## config.mk

```make
export PLATFORM = sky130hd
export DESIGN_NAME = exc_pipe_ctrl
export DESIGN_NICKNAME = d
export VERILOG_FILES = /design/src/rtl/exc_pkg.sv /design/src/rtl/exc_merge.sv /design/src/rtl/exc_commit.sv /design/src/rtl/exc_pipe_ctrl.sv
export SDC_FILE = /design/constraint.sdc
export NUM_CORES = 1
export LEC_CHECK = 0
export ABC_AREA = 1
export BUFFER_PORTS_ARGS = -buffer_cell sky130_fd_sc_hd__buf_2
export CAP_MARGIN = 15
export CORE_MARGIN = 8
export CORE_UTILIZATION = 40
export DETAILED_ROUTE_END_ITERATION = 6
export GPL_TIMING_DRIVEN = 0
export HOLD_SLACK_MARGIN = 0.08
export PLACE_DENSITY_LB_ADDON = 0.2
export SLEW_MARGIN = 30
export SYNTH_ARGS = -nofsm -noshare
export SYNTH_HDL_FRONTEND = slang
export SYNTH_HIERARCHICAL = 1
export SYNTH_SLANG_ARGS = --single-unit
```

## constraint.sdc

```tcl
create_clock -name clk_i -period 2.15 [get_ports clk_i]
set_input_delay 0.1075 -clock clk_i [delete_from_list [all_inputs] [get_ports clk_i]]
set_output_delay 0.1075 -clock clk_i [all_outputs]
set_load 0.005 [all_outputs]
```

## src/rtl/exc_pkg.sv

```systemverilog
package exc_pkg;
  localparam int PC_W    = 32;
  localparam int CAUSE_W = 4;
  localparam int NSTG    = 5;
  localparam int NRAISE  = NSTG - 1;
  localparam int ID_IDX  = 1;
  localparam int WB_IDX  = NSTG - 1;

  typedef struct packed {
    logic               valid;
    logic [PC_W-1:0]    pc;
    logic [NRAISE-1:0]  flags;
    logic [CAUSE_W-1:0] cause;
  } stage_t;

  function automatic stage_t fetch_entry(input logic [PC_W-1:0] pc);
    stage_t s;
    s       = '0;
    s.valid = 1'b1;
    s.pc    = pc;
    return s;
  endfunction
endpackage

```

## src/rtl/exc_merge.sv

```systemverilog
module exc_merge
  import exc_pkg::*;
#(
  parameter int IDX = 0
) (
  input  stage_t             cur_i,
  input  logic               exc_i,
  input  logic [CAUSE_W-1:0] cause_i,
  output stage_t             nxt_o
);
  always_comb begin
    nxt_o = cur_i;
    if (cur_i.valid && exc_i) begin
      nxt_o.flags[IDX] = 1'b1;
      // first stage to flag owns the cause
      if (cur_i.flags == '0) nxt_o.cause = cause_i;
    end
  end
endmodule

```

## src/rtl/exc_commit.sv

```systemverilog
module exc_commit
  import exc_pkg::*;
(
  input  logic               clk_i,
  input  logic               rst_ni,
  input  stage_t             wb_i,
  output logic               trap_o,
  output logic               commit_o,
  output logic [PC_W-1:0]    epc_o,
  output logic [CAUSE_W-1:0] cause_o
);
  assign trap_o   = wb_i.valid && (wb_i.flags != '0);
  assign commit_o = wb_i.valid && (wb_i.flags == '0);

  always_ff @(posedge clk_i or negedge rst_ni) begin
    if (!rst_ni) begin
      epc_o   <= '0;
      cause_o <= '0;
    end else if (trap_o) begin
      epc_o   <= wb_i.pc;
      cause_o <= wb_i.cause;
    end
  end

  a_r7_epc_load: assert property (@(posedge clk_i) disable iff (!rst_ni)
    trap_o |=> (epc_o == $past(wb_i.pc)) && (cause_o == $past(wb_i.cause)));
  a_r7_epc_hold: assert property (@(posedge clk_i) disable iff (!rst_ni)
    !trap_o |=> $stable(epc_o) && $stable(cause_o));
  a_r5_no_commit_on_trap: assert property (@(posedge clk_i) disable iff (!rst_ni)
    trap_o |-> !commit_o);
endmodule

```

## src/rtl/exc_pipe_ctrl.sv

```systemverilog
module exc_pipe_ctrl
  import exc_pkg::*;
#(
  parameter logic [PC_W-1:0]    TRAP_VEC  = 32'h0000_0080,
  parameter logic [PC_W-1:0]    RESET_PC  = 32'h0000_0000,
  parameter logic [CAUSE_W-1:0] IRQ_CAUSE = 4'hF
) (
  input  logic                      clk_i,
  input  logic                      rst_ni,
  input  logic [NRAISE-1:0]         stg_exc_i,
  input  logic [NRAISE*CAUSE_W-1:0] stg_cause_i,
  input  logic                      irq_i,
  input  logic                      eret_i,
  output logic [PC_W-1:0]           fetch_pc_o,
  output logic [NSTG-1:0]           stage_valid_o,
  output logic [PC_W-1:0]           wb_pc_o,
  output logic                      commit_o,
  output logic                      mem_wr_en_o,
  output logic                      trap_o,
  output logic [PC_W-1:0]           epc_o,
  output logic [CAUSE_W-1:0]        cause_o
);
  localparam int MEM_IDX = NRAISE - 1;

  stage_t             stg_q   [NSTG];
  stage_t             mrg     [NRAISE];
  logic [NRAISE-1:0]  exc_eff;
  logic [CAUSE_W-1:0] cause_eff [NRAISE];

  for (genvar g = 0; g < NRAISE; g++) begin : g_raise
    if (g == ID_IDX) begin : g_irq
      assign exc_eff[g]   = stg_exc_i[g] | irq_i;
      assign cause_eff[g] = stg_exc_i[g] ? stg_cause_i[g*CAUSE_W +: CAUSE_W] : IRQ_CAUSE;
    end else begin : g_plain
      assign exc_eff[g]   = stg_exc_i[g];
      assign cause_eff[g] = stg_cause_i[g*CAUSE_W +: CAUSE_W];
    end
    exc_merge #(.IDX(g)) u_mrg (
      .cur_i  (stg_q[g]),
      .exc_i  (exc_eff[g]),
      .cause_i(cause_eff[g]),
      .nxt_o  (mrg[g])
    );
  end

  exc_commit u_commit (
    .clk_i   (clk_i),
    .rst_ni  (rst_ni),
    .wb_i    (stg_q[WB_IDX]),
    .trap_o  (trap_o),
    .commit_o(commit_o),
    .epc_o   (epc_o),
    .cause_o (cause_o)
  );

  always_ff @(posedge clk_i or negedge rst_ni) begin
    if (!rst_ni) begin
      stg_q[0] <= fetch_entry(RESET_PC);
      for (int i = 1; i < NSTG; i++) stg_q[i] <= '0;
    end else if (trap_o || eret_i) begin
      // trap outranks return
      stg_q[0] <= fetch_entry(trap_o ? TRAP_VEC : epc_o);
      for (int i = 1; i < NSTG; i++) stg_q[i] <= '0;
    end else begin
      stg_q[0] <= fetch_entry(stg_q[0].pc + PC_W'(4));
      for (int i = 1; i < NSTG; i++) stg_q[i] <= mrg[i-1];
    end
  end

  for (genvar s = 0; s < NSTG; s++) begin : g_vld
    assign stage_valid_o[s] = stg_q[s].valid;
  end

  assign fetch_pc_o  = stg_q[0].pc;
  assign wb_pc_o     = stg_q[WB_IDX].pc;
  assign mem_wr_en_o = mrg[MEM_IDX].valid && (mrg[MEM_IDX].flags == '0) && !trap_o;

  a_r6_trap_redirect: assert property (@(posedge clk_i) disable iff (!rst_ni)
    trap_o |=> (fetch_pc_o == TRAP_VEC) && (stage_valid_o == NSTG'(1)));
  a_r11_eret_resume: assert property (@(posedge clk_i) disable iff (!rst_ni)
    (eret_i && !trap_o) |=> (fetch_pc_o == $past(epc_o)) && (stage_valid_o == NSTG'(1)));
  a_r2_fetch_step: assert property (@(posedge clk_i) disable iff (!rst_ni)
    (!trap_o && !eret_i) |=> fetch_pc_o == $past(fetch_pc_o) + PC_W'(4));
  a_r4_wr_gate: assert property (@(posedge clk_i) disable iff (!rst_ni)
    mem_wr_en_o |-> stage_valid_o[MEM_IDX] && !stg_exc_i[MEM_IDX] && !trap_o);
endmodule

```

==> metrics.cfg <==
[run_status]
status = finished, final reports clean

[finish]
final_area_um2 = 13890
fin_util = 0.4877
multi_input_area_um2 = 3043
seq_area_um2 = 5806
area_growth_pct = 20.92
fillers = 2721
layoutNonFillerInstCount = 1875
fin_nets = 1496
drive_gt1_frac = 0.3856
antenna_cells = 0

[clock_tree]
cts.clk_slew.worst_paths_ps = 60
cts.sink_count = 232
root_buffer = clkbuf_16
h-tree-depth = 1
cts_tree = built
cts_buffers = 26
clkLatencyLatePin_ps = 520
clock_path_buffers = 3

[route]
initialDrtViolationCount = 368
wirelength_um = 24560
antenna_left = 0
via_per_inst = 4.098
vias = 7683
routedWlPerCell_um = 13.10
drcViolationCount = 0
dr.pass1.iters = 4

[logic_synthesis]
synthCells = 1270
yosysWarnings = 6
synthTopCellsByArea = dfrtp_1, buf_4, nand2_1
async_flop_share = 1.000
avgSynthCellArea_um2 = 9.042
synth.distinct_cells = 37
synth_top_area_frac = 0.5056
synth.cell_area_um2 = 11480
ys_seq_area_frac = 0.5056
synth.largest_area_cell = dfrtp_1
synth_edf_count = 0
synth_flop_cell = dfrtp_1
yosys_register_bits = 232

[sta]
tightestPinTransition_ps = 608.3
setup_viol = 0
setup_slack_ps = 167.4
min_period_ps = 1983
fin_crit_sh = 0.9221
setup-tns-final_ps = 0
max_slew_margin = 0.5944
hold_viol_final = 0
fmax_ghz = 0.5044
rsz0062_at_grt = false
fin_hold_ws_ps = 99.62
finClkSkew_ps = 6.716
slew_viol_final = 0

[global_routing]
grt_pass1_wl_um = 39610
met3_usage = 0.03001
met2_usage = 0.2485
grt_pass1_vias = 7587
grt_use_total = 0.1461
grt_max_degree = 82
busiest_layer = met2
grt-ovfl-total = 0
grt_util_met1 = 0.1853
antenna_found_initial = 0

[placed_design]
gp_congestion = 0.8177
pre_cts_ws_ps = -167.6
dpl.cell_count = 1799
io_buffers = 130
dp_hpwl_um = 17920
dpl_cell_area_um2 = 12730

[power]
p_per_area_nw_per_um2 = 739.7
p_total_mw = 10.27
ir_drop_mv = 0.3823
seqPwrFrac = 0.464
leakage_nw = 7.321
p_switching_mw = 2.503
combPwrFrac = 0.114
p_int_mw = 7.767
pwr-share-clk = 0.422
swShare = 0.2437

[floorplan]
die_h_um = 185.4
ios = 132
die_w_um = 185.4
placementRows = 62
start_util = 0.4034
coreArea_um2 = 28470
dieArea_um2 = 34390

[worst_hold_path]
holdPathStages = 7
hold_class = in -> reg

[setup_path]
cp.required_ps = 2040
worstSetupEndpointType = output pin
path_delay_family = simple AND/OR/NAND/NOR gates
critPathArrivalTime_ps = 1880
worstSetupPathDepth = 7
rr_worst_depth = 10
r2r_slack_ps = 300
slowest_delay_ps = 390
critPathKind = reg -> out
crit_path_start_kind = register
path_max_fanout = 6
slowest_stage = dfrtp_1
cp_cell_sequence = nand2_1, inv_1, or2_1, inv_1, nand4_1, nor3_4, buf_2
crit_top_cell = inv_1
cp.buffers_inverters = 3

[flow_run]
max_cap_violations = 0

-- Yosys cell counts, types with 6 or more instances --
cell	instances
nand4_1	17
buf_4	216
a21oi_1	6
nor2_2	100
nor2_4	17
nand2_2	6
o21ai_1	8
or2_2	10
dfrtp_1	232
nand3_1	57
buf_8	11
buf_6	9
o21ai_0	6
nand3_2	12
nand2_1	227
nor2_1	99
inv_1	197
clkbuf_1	9
-- layout by cell type (no fill, tap or decap), types with 15 or more instances in the layout --
cell and instances:
nor2_1 98, dlygate4sd3_1 25, inv_1 196, conb_1 15, nand2_1 227, nor2_2 101, buf_4 220, clkbuf_16 27
nand3_1 57, nand4_1 17, buf_2 129, nor2_4 17, dfrtp_1 232
-- sequential cells by signal (all words and copies together) (netlist names) --
signal,count
fetch_pc_o,32
u_commit/epc_o,32
u_commit/cause_o,4
stage_valid_o,4
wb_pc_o,32
stg_q,128
-- kinds of logic (layout without fill, tap and decap cells) --
family	Yosys count	count (layout)	synth area share
AND/OR/NAND/NOR	560	560	0.2434
buffers and inverters	448	656	0.2357
flip-flops	232	232	0.5056
AO/OA/AOI/OAI	27	27	0.01362
other	2	15	0.0006540
adder cells (fa/ha/maj)	1	1	0.001089
-- layout make-up --
type,count,area share
Inverter,200,0.05442
Sequential cell,232,0.4181
Buffer,247,0.1405
Multi-Input combinational cell,603,0.2191
Clock buffer,43,0.05947
Timing Repair Buffer,161,0.07172
Tap cell,384,0.03460
Clock inverter,5,0.002072
-- tightest hold or removal path, delay by kind of cell --
kind / cells / cell delay, ps
buffers and inverters: 3 / 240
and+or+nand+nor: 4 / 220
-- power by group through the flow --
| stage | registers, mW | logic [mW] | clock network, mW |
|---|---|---|---|
| 2_1_floorplan | 4.77 | 0.794 | 0 |
| 6_report | 4.77 | 1.17 | 4.33 |
| 5_1_grt | 4.79 | 1.31 | 4.62 |
| 3_3_place_gp | 4.84 | 1.13 | 0 |
| 3_5_place_dp | 4.84 | 1.16 | 0 |
| 4_1_cts | 4.77 | 1.19 | 4.45 |
-- per-layer routing --
layer / up-vias / part of all wire
li1: 3947 / -
met1: 3542 / 0.44
met2: 155 / 0.48
met3: 39 / 0.066
met4: 0 / 0.021
met5: - / 0
-- final timing paths --
| path | to | startpoint |
|---|---|---|
| max in group asynchronous | stg_q[91] | rst_ni |
| setup reg to reg | fetch_pc_o[17] | stg_q[5] |
| hold reg to reg | u_commit/cause_o[2] | stg_q[2] |
| setup / recovery | mem_wr_en_o | stage_valid_o[3] |
| min in group asynchronous | wb_pc_o[18] | rst_ni |
| hold / removal | stg_q[123] | stg_exc_i[0] |
-- repair_timing --
item,in CTS,in global routing
hold buffers,25,0
pin swaps,1,1
gates cloned,0,0
setup buffers,0,4
gates resized for setup,6,4
hold endpoints to repair,91,0
setup endpoints to repair,41,46
No activity file was read; power rests on OpenSTA's default activity.
